$ cat src/rtl/split_td_pkg.sv
package split_td_pkg;

  typedef enum logic [2:0] {
    OC_ACK     = 3'd0,
    OC_NAK     = 3'd1,
    OC_NYET    = 3'd2,
    OC_NORESP  = 3'd3,
    OC_BADRESP = 3'd4,
    OC_BABBLE  = 3'd5,
    OC_STALL   = 3'd6,
    OC_RSVD    = 3'd7
  } outcome_e;

  typedef struct packed {
    logic ack;
    logic nak;
    logic nyet;
    logic fault;   // no response or bad response
    logic babble;
    logic stall;
  } evt_t;

endpackage

$ cat src/rtl/split_outcome_dec.sv
module split_outcome_dec
  import split_td_pkg::*;
(
  input  logic       en_i,
  input  logic [2:0] code_i,
  output evt_t       evt_o
);

  always_comb begin
    evt_o = '0;
    if (en_i) begin
      unique case (outcome_e'(code_i))
        OC_ACK:     evt_o.ack    = 1'b1;
        OC_NAK:     evt_o.nak    = 1'b1;
        OC_NYET:    evt_o.nyet   = 1'b1;
        OC_NORESP,
        OC_BADRESP: evt_o.fault  = 1'b1;
        OC_BABBLE:  evt_o.babble = 1'b1;
        OC_STALL:   evt_o.stall  = 1'b1;
        default:    evt_o        = '0;
      endcase
    end
  end

endmodule

$ cat src/rtl/split_retry_ctr.sv
// Down-counter with a stored reload value. When GATE_ON_ZERO is set, a
// reload value of zero disables counting and expiry altogether.
module split_retry_ctr #(
  parameter int W            = 2,
  parameter bit GATE_ON_ZERO = 1'b0
) (
  input  logic         clk,
  input  logic         rst_n,
  input  logic         load_i,
  input  logic [W-1:0] load_val_i,
  input  logic         reload_i,
  input  logic         dec_i,
  output logic [W-1:0] cnt_o,
  output logic         expire_o
);

  localparam logic [W-1:0] ONE = W'(1);

  logic [W-1:0] cnt_q, cnt_d;
  logic [W-1:0] init_q, init_d;
  logic         armed;
  logic         cnt_en;

  generate
    if (GATE_ON_ZERO) begin : g_gated
      assign armed = (init_q != '0);
    end else begin : g_free
      assign armed = 1'b1;
    end
  endgenerate

  always_comb begin
    cnt_d  = cnt_q;
    init_d = init_q;
    if (load_i) begin
      cnt_d  = load_val_i;
      init_d = load_val_i;
    end else if (reload_i) begin
      cnt_d = init_q;
    end else if (dec_i && armed) begin
      cnt_d = (cnt_q == '0) ? '0 : cnt_q - ONE;
    end
  end

  assign cnt_en   = load_i | reload_i | (dec_i & armed);
  assign expire_o = dec_i & armed & (cnt_q <= ONE);
  assign cnt_o    = cnt_q;

  always_ff @(posedge clk or negedge rst_n) begin
    if (!rst_n) begin
      cnt_q  <= '0;
      init_q <= '0;
    end else if (cnt_en) begin
      cnt_q  <= cnt_d;
      init_q <= init_d;
    end
  end

endmodule

$ cat src/rtl/split_td_status.sv
module split_td_status
  import split_td_pkg::*;
#(
  parameter int ERR_W  = 2,
  parameter int NAK_W  = 4,
  parameter int BYTE_W = 15
) (
  input  logic              clk,
  input  logic              rst_n,
  input  logic              load_i,
  input  logic [ERR_W-1:0]  load_err_i,
  input  logic [NAK_W-1:0]  load_rl_i,
  input  logic              load_tog_i,
  input  logic              res_vld_i,
  input  logic [2:0]        res_code_i,
  input  logic [BYTE_W-1:0] res_bytes_i,
  output logic              valid_o,
  output logic              active_o,
  output logic              halt_o,
  output logic              babble_o,
  output logic              xact_err_o,
  output logic              phase_o,
  output logic              toggle_o,
  output logic [ERR_W-1:0]  err_cnt_o,
  output logic [NAK_W-1:0]  nak_cnt_o,
  output logic [BYTE_W-1:0] bytes_o,
  output logic              retire_o
);

  evt_t evt;
  logic accept;
  logic err_expire, nak_expire;

  logic valid_q, valid_d, active_q, active_d;
  logic halt_q, halt_d, babble_q, babble_d, xerr_q, xerr_d;
  logic phase_q, phase_d, tog_q, tog_d, retire_q, retire_d;
  logic [BYTE_W-1:0] bytes_q, bytes_d;

  assign accept = res_vld_i & valid_q & ~load_i;

  split_outcome_dec u_dec (
    .en_i   (accept),
    .code_i (res_code_i),
    .evt_o  (evt)
  );

  split_retry_ctr #(.W(ERR_W), .GATE_ON_ZERO(1'b0)) u_err_ctr (
    .clk        (clk),
    .rst_n      (rst_n),
    .load_i     (load_i),
    .load_val_i (load_err_i),
    .reload_i   (evt.nak | evt.nyet),
    .dec_i      (evt.fault),
    .cnt_o      (err_cnt_o),
    .expire_o   (err_expire)
  );

  split_retry_ctr #(.W(NAK_W), .GATE_ON_ZERO(1'b1)) u_nak_ctr (
    .clk        (clk),
    .rst_n      (rst_n),
    .load_i     (load_i),
    .load_val_i (load_rl_i),
    .reload_i   (1'b0),
    .dec_i      (evt.nak),
    .cnt_o      (nak_cnt_o),
    .expire_o   (nak_expire)
  );

  always_comb begin
    valid_d  = valid_q;
    active_d = active_q;
    halt_d   = halt_q;
    babble_d = babble_q;
    xerr_d   = xerr_q;
    phase_d  = phase_q;
    tog_d    = tog_q;
    bytes_d  = bytes_q;
    retire_d = 1'b0;
    if (load_i) begin
      valid_d  = 1'b1;
      active_d = 1'b1;
      halt_d   = 1'b0;
      babble_d = 1'b0;
      xerr_d   = 1'b0;
      phase_d  = 1'b0;
      tog_d    = load_tog_i;
      bytes_d  = '0;
    end else begin
      if (evt.ack) begin
        if (!phase_q) begin
          phase_d = 1'b1;
        end else begin
          tog_d    = ~tog_q;
          bytes_d  = res_bytes_i;
          retire_d = 1'b1;
        end
      end
      if (evt.fault && err_expire) begin
        xerr_d   = 1'b1;
        retire_d = 1'b1;
      end
      if (evt.nak && nak_expire) begin
        retire_d = 1'b1;
      end
      if (evt.babble) begin
        babble_d = 1'b1;
        retire_d = 1'b1;
      end
      if (evt.stall) begin
        halt_d   = 1'b1;
        retire_d = 1'b1;
      end
      if (retire_d) begin
        valid_d  = 1'b0;
        active_d = 1'b0;
      end
    end
  end

  always_ff @(posedge clk or negedge rst_n) begin
    if (!rst_n) begin
      valid_q  <= 1'b0;
      active_q <= 1'b0;
      halt_q   <= 1'b0;
      babble_q <= 1'b0;
      xerr_q   <= 1'b0;
      phase_q  <= 1'b0;
      tog_q    <= 1'b0;
      bytes_q  <= '0;
      retire_q <= 1'b0;
    end else begin
      retire_q <= retire_d;
      if (load_i | accept) begin
        valid_q  <= valid_d;
        active_q <= active_d;
        halt_q   <= halt_d;
        babble_q <= babble_d;
        xerr_q   <= xerr_d;
        phase_q  <= phase_d;
        tog_q    <= tog_d;
        bytes_q  <= bytes_d;
      end
    end
  end

  assign valid_o    = valid_q;
  assign active_o   = active_q;
  assign halt_o     = halt_q;
  assign babble_o   = babble_q;
  assign xact_err_o = xerr_q;
  assign phase_o    = phase_q;
  assign toggle_o   = tog_q;
  assign bytes_o    = bytes_q;
  assign retire_o   = retire_q;

endmodule

$ cat config.mk
export PLATFORM = sky130hd
export DESIGN_NAME = split_td_status
export DESIGN_NICKNAME = d
export VERILOG_FILES = /design/src/rtl/split_td_pkg.sv /design/src/rtl/split_outcome_dec.sv /design/src/rtl/split_retry_ctr.sv /design/src/rtl/split_td_status.sv
export SDC_FILE = /design/constraint.sdc
export NUM_CORES = 1
export LEC_CHECK = 0
export BUFFER_PORTS_ARGS = -buffer_cell sky130_fd_sc_hd__buf_2
export CORE_MARGIN = 2
export CORE_UTILIZATION = 35
export CTS_CLUSTER_DIAMETER = 80
export DETAILED_ROUTE_END_ITERATION = 10
export HOLD_SLACK_MARGIN = 0.05
export PLACE_DENSITY = 0.59
export SYNTH_ARGS = -nofsm -noshare
export SYNTH_HDL_FRONTEND = slang
export SYNTH_SLANG_ARGS = --single-unit
$ cat constraint.sdc
create_clock -name clk -period 1.65 [get_ports clk]
set_input_delay 0.0825 -clock clk [delete_from_list [all_inputs] [get_ports clk]]
set_output_delay 0.0825 -clock clk [all_outputs]
set_load 0.005 [all_outputs]
# After elaboration in Yosys (flattened, before gate mapping)
# Cells that the tools add are included.
word_totals:
  wordCells: 98
  regBits: 34
  in_bits: 29
  latch_bits: 0
  mem_bits_ro: 0
  memories: 0
  ram_bits: 0
  out_inout_bits: 29
op_classes:
  n_shift: 0
  reduce_logical: 26
  n_eq_ne: 6
  magnitude_cmp: 2
  n_mux: 38
  div_mod_pow: 0
  multipliers: 0
  add_sub_neg: 2
  n_bitwise: 12
op_table:
  columns: ["operator", "count"]
  rows:
  - ["15-bit 2-to-1 mux", 3]
  - ["1-bit 2-to-1 mux", 27]
  - ["2-bit AND reduction", 9]
  - ["2-bit nonzero test", 7]
  - ["4-bit 2-to-1 mux", 3]
  - ["3-bit equality test (second input constant)", 3]
  - ["2-bit 2-to-1 mux", 4]
  - ["3-bit by 2-bit equality test with 1-bit output (second input constant)", 2]
  - ["6-bit 2-to-1 mux", 1]
  - ["1-bit bitwise AND", 5]
  - ["1-bit bitwise OR", 5]
  - ["4-bit by 1-bit less-or-equal comparator with 1-bit output (second input constant)", 1]
  - ["4-bit zero test", 1]
  - ["4-bit nonzero test", 1]
  - ["4-bit by 1-bit subtractor with 4-bit output (second input constant)", 1]
  - ["3-bit by 1-bit equality test with 1-bit output (second input constant)", 1]
  - ["1-bit logical AND", 3]
  - ["3-bit zero test", 1]
  - ["3-bit AND reduction", 1]
  - ["3-bit nonzero test", 1]
  - ["2-bit by 1-bit less-or-equal comparator with 1-bit output (second input constant)", 1]
  - ["2-bit zero test", 1]
  - ["1-bit NOT", 2]
  - ["2-bit OR reduction", 1]
  - ["2-bit by 1-bit subtractor with 2-bit output (second input constant)", 1]

# Logic depth before layout (Yosys ltp)
logic_depth:
  ltp_word: 13
  depth_mapped: 6
  ltp_nobuf: 4

# By module
# From an unflattened synthesis, not the netlist that was laid out.
hier_totals:
  cells_unflattened: 128
  area_unflattened_um2: 1500.2
modules_own_cells:
  columns: ["mod", "seq_area_each_um2", "area_each_um2", "cells_each", "n_inst"]
  rows:
  - ["split_td_status", 550.5, 853.3, 62, 1]
  - ["split_retry_ctr (u_nak_ctr)", 200.2, 397.9, 38, 1]
  - ["split_retry_ctr (u_err_ctr)", 100.1, 185.2, 16, 1]
  - ["split_outcome_dec", 0.0, 63.8, 12, 1]

# Worst setup path before layout
# OpenSTA, ideal clock, no wires.
synth_path:
  path_kind: "reg-to-reg"
  from: "register u_nak_ctr.init_q[1]"
  to: "register u_nak_ctr.cnt_q[2], in the netlist u_nak_ctr.cnt_o[2]"
  stages_incl_launch_ff: 5
  setup_ns: 0.124
  arrival_ns: 1.333
  setup_slack_ns: 0.193
  required_ns: 1.526
  n_path_buf: 0
  synth_period_minus_slack_ns: 1.457
  cell_sequence: "dfrtp_1 -> o41ai_4 -> nor4_4 -> and4bb_1 -> o31a_1"
synth_between:
  elab_chain_cells: 4
  word_cells_on_any_way: 6
  classes_between: "2 x bitwise; 4 x reduce/logical"
synth_lines:
  columns: ["element", "line", "text"]
  rows:
  - ["from (decl)", "split_retry_ctr.sv:20", "logic [W-1:0] init_q, init_d;"]
  - ["from (signal assigned)", "split_retry_ctr.sv:55", "init_q <= init_d;"]
  - ["4-bit nonzero test (*)", "split_retry_ctr.sv:26", "assign armed = (init_q != '0);"]
  - ["1-bit bitwise AND or 1-bit logical AND (tied branches)", "split_retry_ctr.sv:45, split_retry_ctr.sv:40", null]
  - ["1-bit bitwise OR or 2-bit nonzero test (tied branches)", null, null]
  - ["2-bit AND reduction (no source line) (*)", null, null]
  - ["to (signal assigned)", "split_retry_ctr.sv:54", "cnt_q <= cnt_d;"]
  - ["to (decl)", "split_retry_ctr.sv:19", "logic [W-1:0] cnt_q, cnt_d;"]
# Mark *: on every way between the ends. The rest lies on a longest branch, timed or not.
# A chain may end at the register's enable or synchronous reset.

# Final worst setup path
# Ends and elaborated chain as after synthesis.

==> impl_metrics.json <==
{
  "run_status": "complete, no violations",
  "drv_slew": 0,
  "cts_buffers": 5,
  "core_sq_um": 4660,
  "fin_util_pct": 49.6,
  "grtUsageTotal_pct": 15.4,
  "drc_errors": 0,
  "worst_slack_ns": 0.127,
  "crit_arrival_ns": 1.69,
  "final_area_sq_um": 2310,
  "hold_buffers": 21,
  "synth_edf_count": 0,
  "top_level_ports": 58,
  "hold_class": "in2reg",
  "dp_hpwl_um": 2500,
  "layout_commonest_cell": "buf_2",
  "worstSkewPairLatency_ns": 0.28,
  "r2r_slack_ns": 0.13,
  "cts_tree": "yes",
  "tightest_slew_ns": 0.435,
  "period_needed_ns": 1.52,
  "synth_top_area_share_pct": 50.9,
  "dpl_cell_area_sq_um": 2010,
  "path_delay_family": "compound AO/OA/AOI/OAI gates",
  "yosys.cell_types.count": 39,
  "cp_slowest_cell": "o41ai_4",
  "fp-row-count": 25,
  "yosys_warnings": 0,
  "viasPerCell": 4.82,
  "grt-ovfl-total": 0,
  "place_ws_ns": 0.138,
  "grt_pass1_vias": 1380,
  "power.density_nw_per_um2": 785,
  "final_nets": 272,
  "power_leakage_nw": 1.08,
  "max_slew_margin_pct": 71.0,
  "routed_wl_um": 3820,
  "area_growth_pct": 38.5,
  "holdPathStages": 2,
  "r2r_start": "u_nak_ctr.init_q[1]$_DFFE_PN0P_",
  "dr.pass1.iters": 4,
  "grt_pass1_wl_um": 6330,
  "clkTransAtPathRegs_ns": 0.07,
  "antenna_cells": 0,
  "yosys.area.top_type": "dfrtp_1",
  "die_h_um": 73.1,
  "total_power_mw": 1.82,
  "rr_worst_depth": 4,
  "hp-start": "load_rl_i[0]",
  "setup_viol": 0,
  "syn_nets": 194,
  "setup_tns_ns": 0,
  "dieArea_sq_um": 5340,
  "synth.avg_cell_area_sq_um": 10.1,
  "ys.flop_type": "dfrtp_1",
  "most-common-layout-cells": "buf_2, dfrtp_1, nand2_1",
  "peakVddDrop_mv": 0.345,
  "grt_antenna_before_repair": 0,
  "grt_max_degree": 35,
  "dr_total_vias": 1435,
  "syn_area_sq_um": 1670,
  "numPortBuffers": 57,
  "post-cts-setup-buffers": 0,
  "initial_utilization_pct": 35.8,
  "cts_root_buf": "clkbuf_8",
  "drt_iter0_drc": 103,
  "ant_nets": 0,
  "drive_above_1_share_pct": 32.0,
  "synth_seq_cells": 34,
  "gp_congestion": 0.703,
  "ys_seq_area_share_pct": 50.9,
  "dpl.cell_count": 269,
  "max_cap_violations": 0,
  "critPathRequiredTime_ns": 1.82,
  "fmax_mhz": 656,
  "cp_max_fo": 6,
  "critPathMaxStageDelay_ns": 0.45,
  "routedWlPerCell_um": 12.8,
  "async_flop_share_pct": 100,
  "post_cts_resized": 0,
  "syn_inst": 165,
  "path_buf_inv": 0,
  "post-route-period-util_pct": 92.3,
  "hold_violations": 0,
  "synthTopCellsByArea": "dfrtp_1, nand2b_1, nand2_1, o21ai_0, mux2_2",
  "finalClockSkew_ns": 0.00825,
  "rsz0062_at_grt": "false",
  "path_class": "reg2reg",
  "clock-sinks": 34,
  "stdcell_count": 298,
  "clock_path_buffers": 2,
  "crit_chain": "o41ai_4 > nor4_4 > and4bb_1 > o31a_1",
  "hold_end": "u_nak_ctr.init_q[0]$_DFFE_PN0P_",
  "die_w_um": 73.1,
  "end_kind": "flip-flop",
  "fin_hold_ws_ns": 0.0696,
  "cts-htree-levels": 2,
  "r2r_end": "u_nak_ctr.cnt_o[2]$_DFFE_PN0N_",
  "critPathLaunchType": "flip-flop"
}
[layer usage]
metal,part of all wire (%),global-route usage [%]
met1,48,21.5
met2,44,22.7
met3,7.2,5.66
met4,0.63,3.70
met5,0,0
[logic make-up (layout without fill, tap and decap cells)]
kind of cell    Yosys count  after routing  synth area share, %
mux                       5              5                 3.30
buf+inv                  21            100                 5.69
compound gates           42             42                 17.6
simple gates             62             62                 21.9
xor+xnor                  1              1                0.524
flops                    34             34                 50.9
[cells in the mapped netlist, drive strengths merged (2+ instances only)]
| library cell | number |
|---|---|
| o311ai | 2 |
| buf | 6 |
| clkbuf | 6 |
| nor2 | 6 |
| dfrtp | 34 |
| o32ai | 3 |
| nand2 | 22 |
| mux2 | 4 |
| nand2b | 20 |
| or3 | 2 |
| nor2b | 4 |
| o211ai | 2 |
| inv | 9 |
| o21ai | 18 |
| nor3 | 4 |
| a21oi | 4 |
| o31ai | 2 |
[cell type report]
cell class	count	area [sq um]
fill	465	2350
inverter	9	33.8
multi-input combinational	110	724
clock buffer	7	86.3
sequential	34	851
timing repair buffer	83	546
tap	54	67.6
clock inverter	1	5.00
[state kept, by name (all words and copies together), names as in the netlist]
name,flops
u_err_ctr.init_q,2
u_err_ctr.cnt_o,2
active_o,1
u_nak_ctr.cnt_o,4
phase_o,1
u_nak_ctr.init_q,4
xact_err_o,1
bytes_o,15
toggle_o,1
retire_o,1
babble_o,1
halt_o,1
[report_power, final]
group / switching (mW) / leakage [nW] / internal [mW]
logic: 0.120 / 0.587 / 0.146
clock network: 0.294 / 0.0482 / 0.337
registers: 0.0438 / 0.442 / 0.875
[worst max-delay path by stage]
stage	depth (start not counted)	slack [ns]	startpoint	endpoint
detailed placement	4	0.14	u_nak_ctr.init_q[1]$_DFFE_PN0P_	u_nak_ctr.cnt_o[2]$_DFFE_PN0N_
floorplan	4	0.19	u_nak_ctr.init_q[1]$_DFFE_PN0P_	u_nak_ctr.cnt_o[2]$_DFFE_PN0N_
finish	4	0.13	u_nak_ctr.init_q[1]$_DFFE_PN0P_	u_nak_ctr.cnt_o[2]$_DFFE_PN0N_
CTS	4	0.12	u_nak_ctr.init_q[1]$_DFFE_PN0P_	u_nak_ctr.cnt_o[2]$_DFFE_PN0N_
global route	4	0.02	active_o$_DFFE_PN0P_	u_nak_ctr.cnt_o[2]$_DFFE_PN0N_
global placement	4	0.15	u_nak_ctr.init_q[1]$_DFFE_PN0P_	u_nak_ctr.cnt_o[2]$_DFFE_PN0N_
Power figures use the tool's default switching activity.
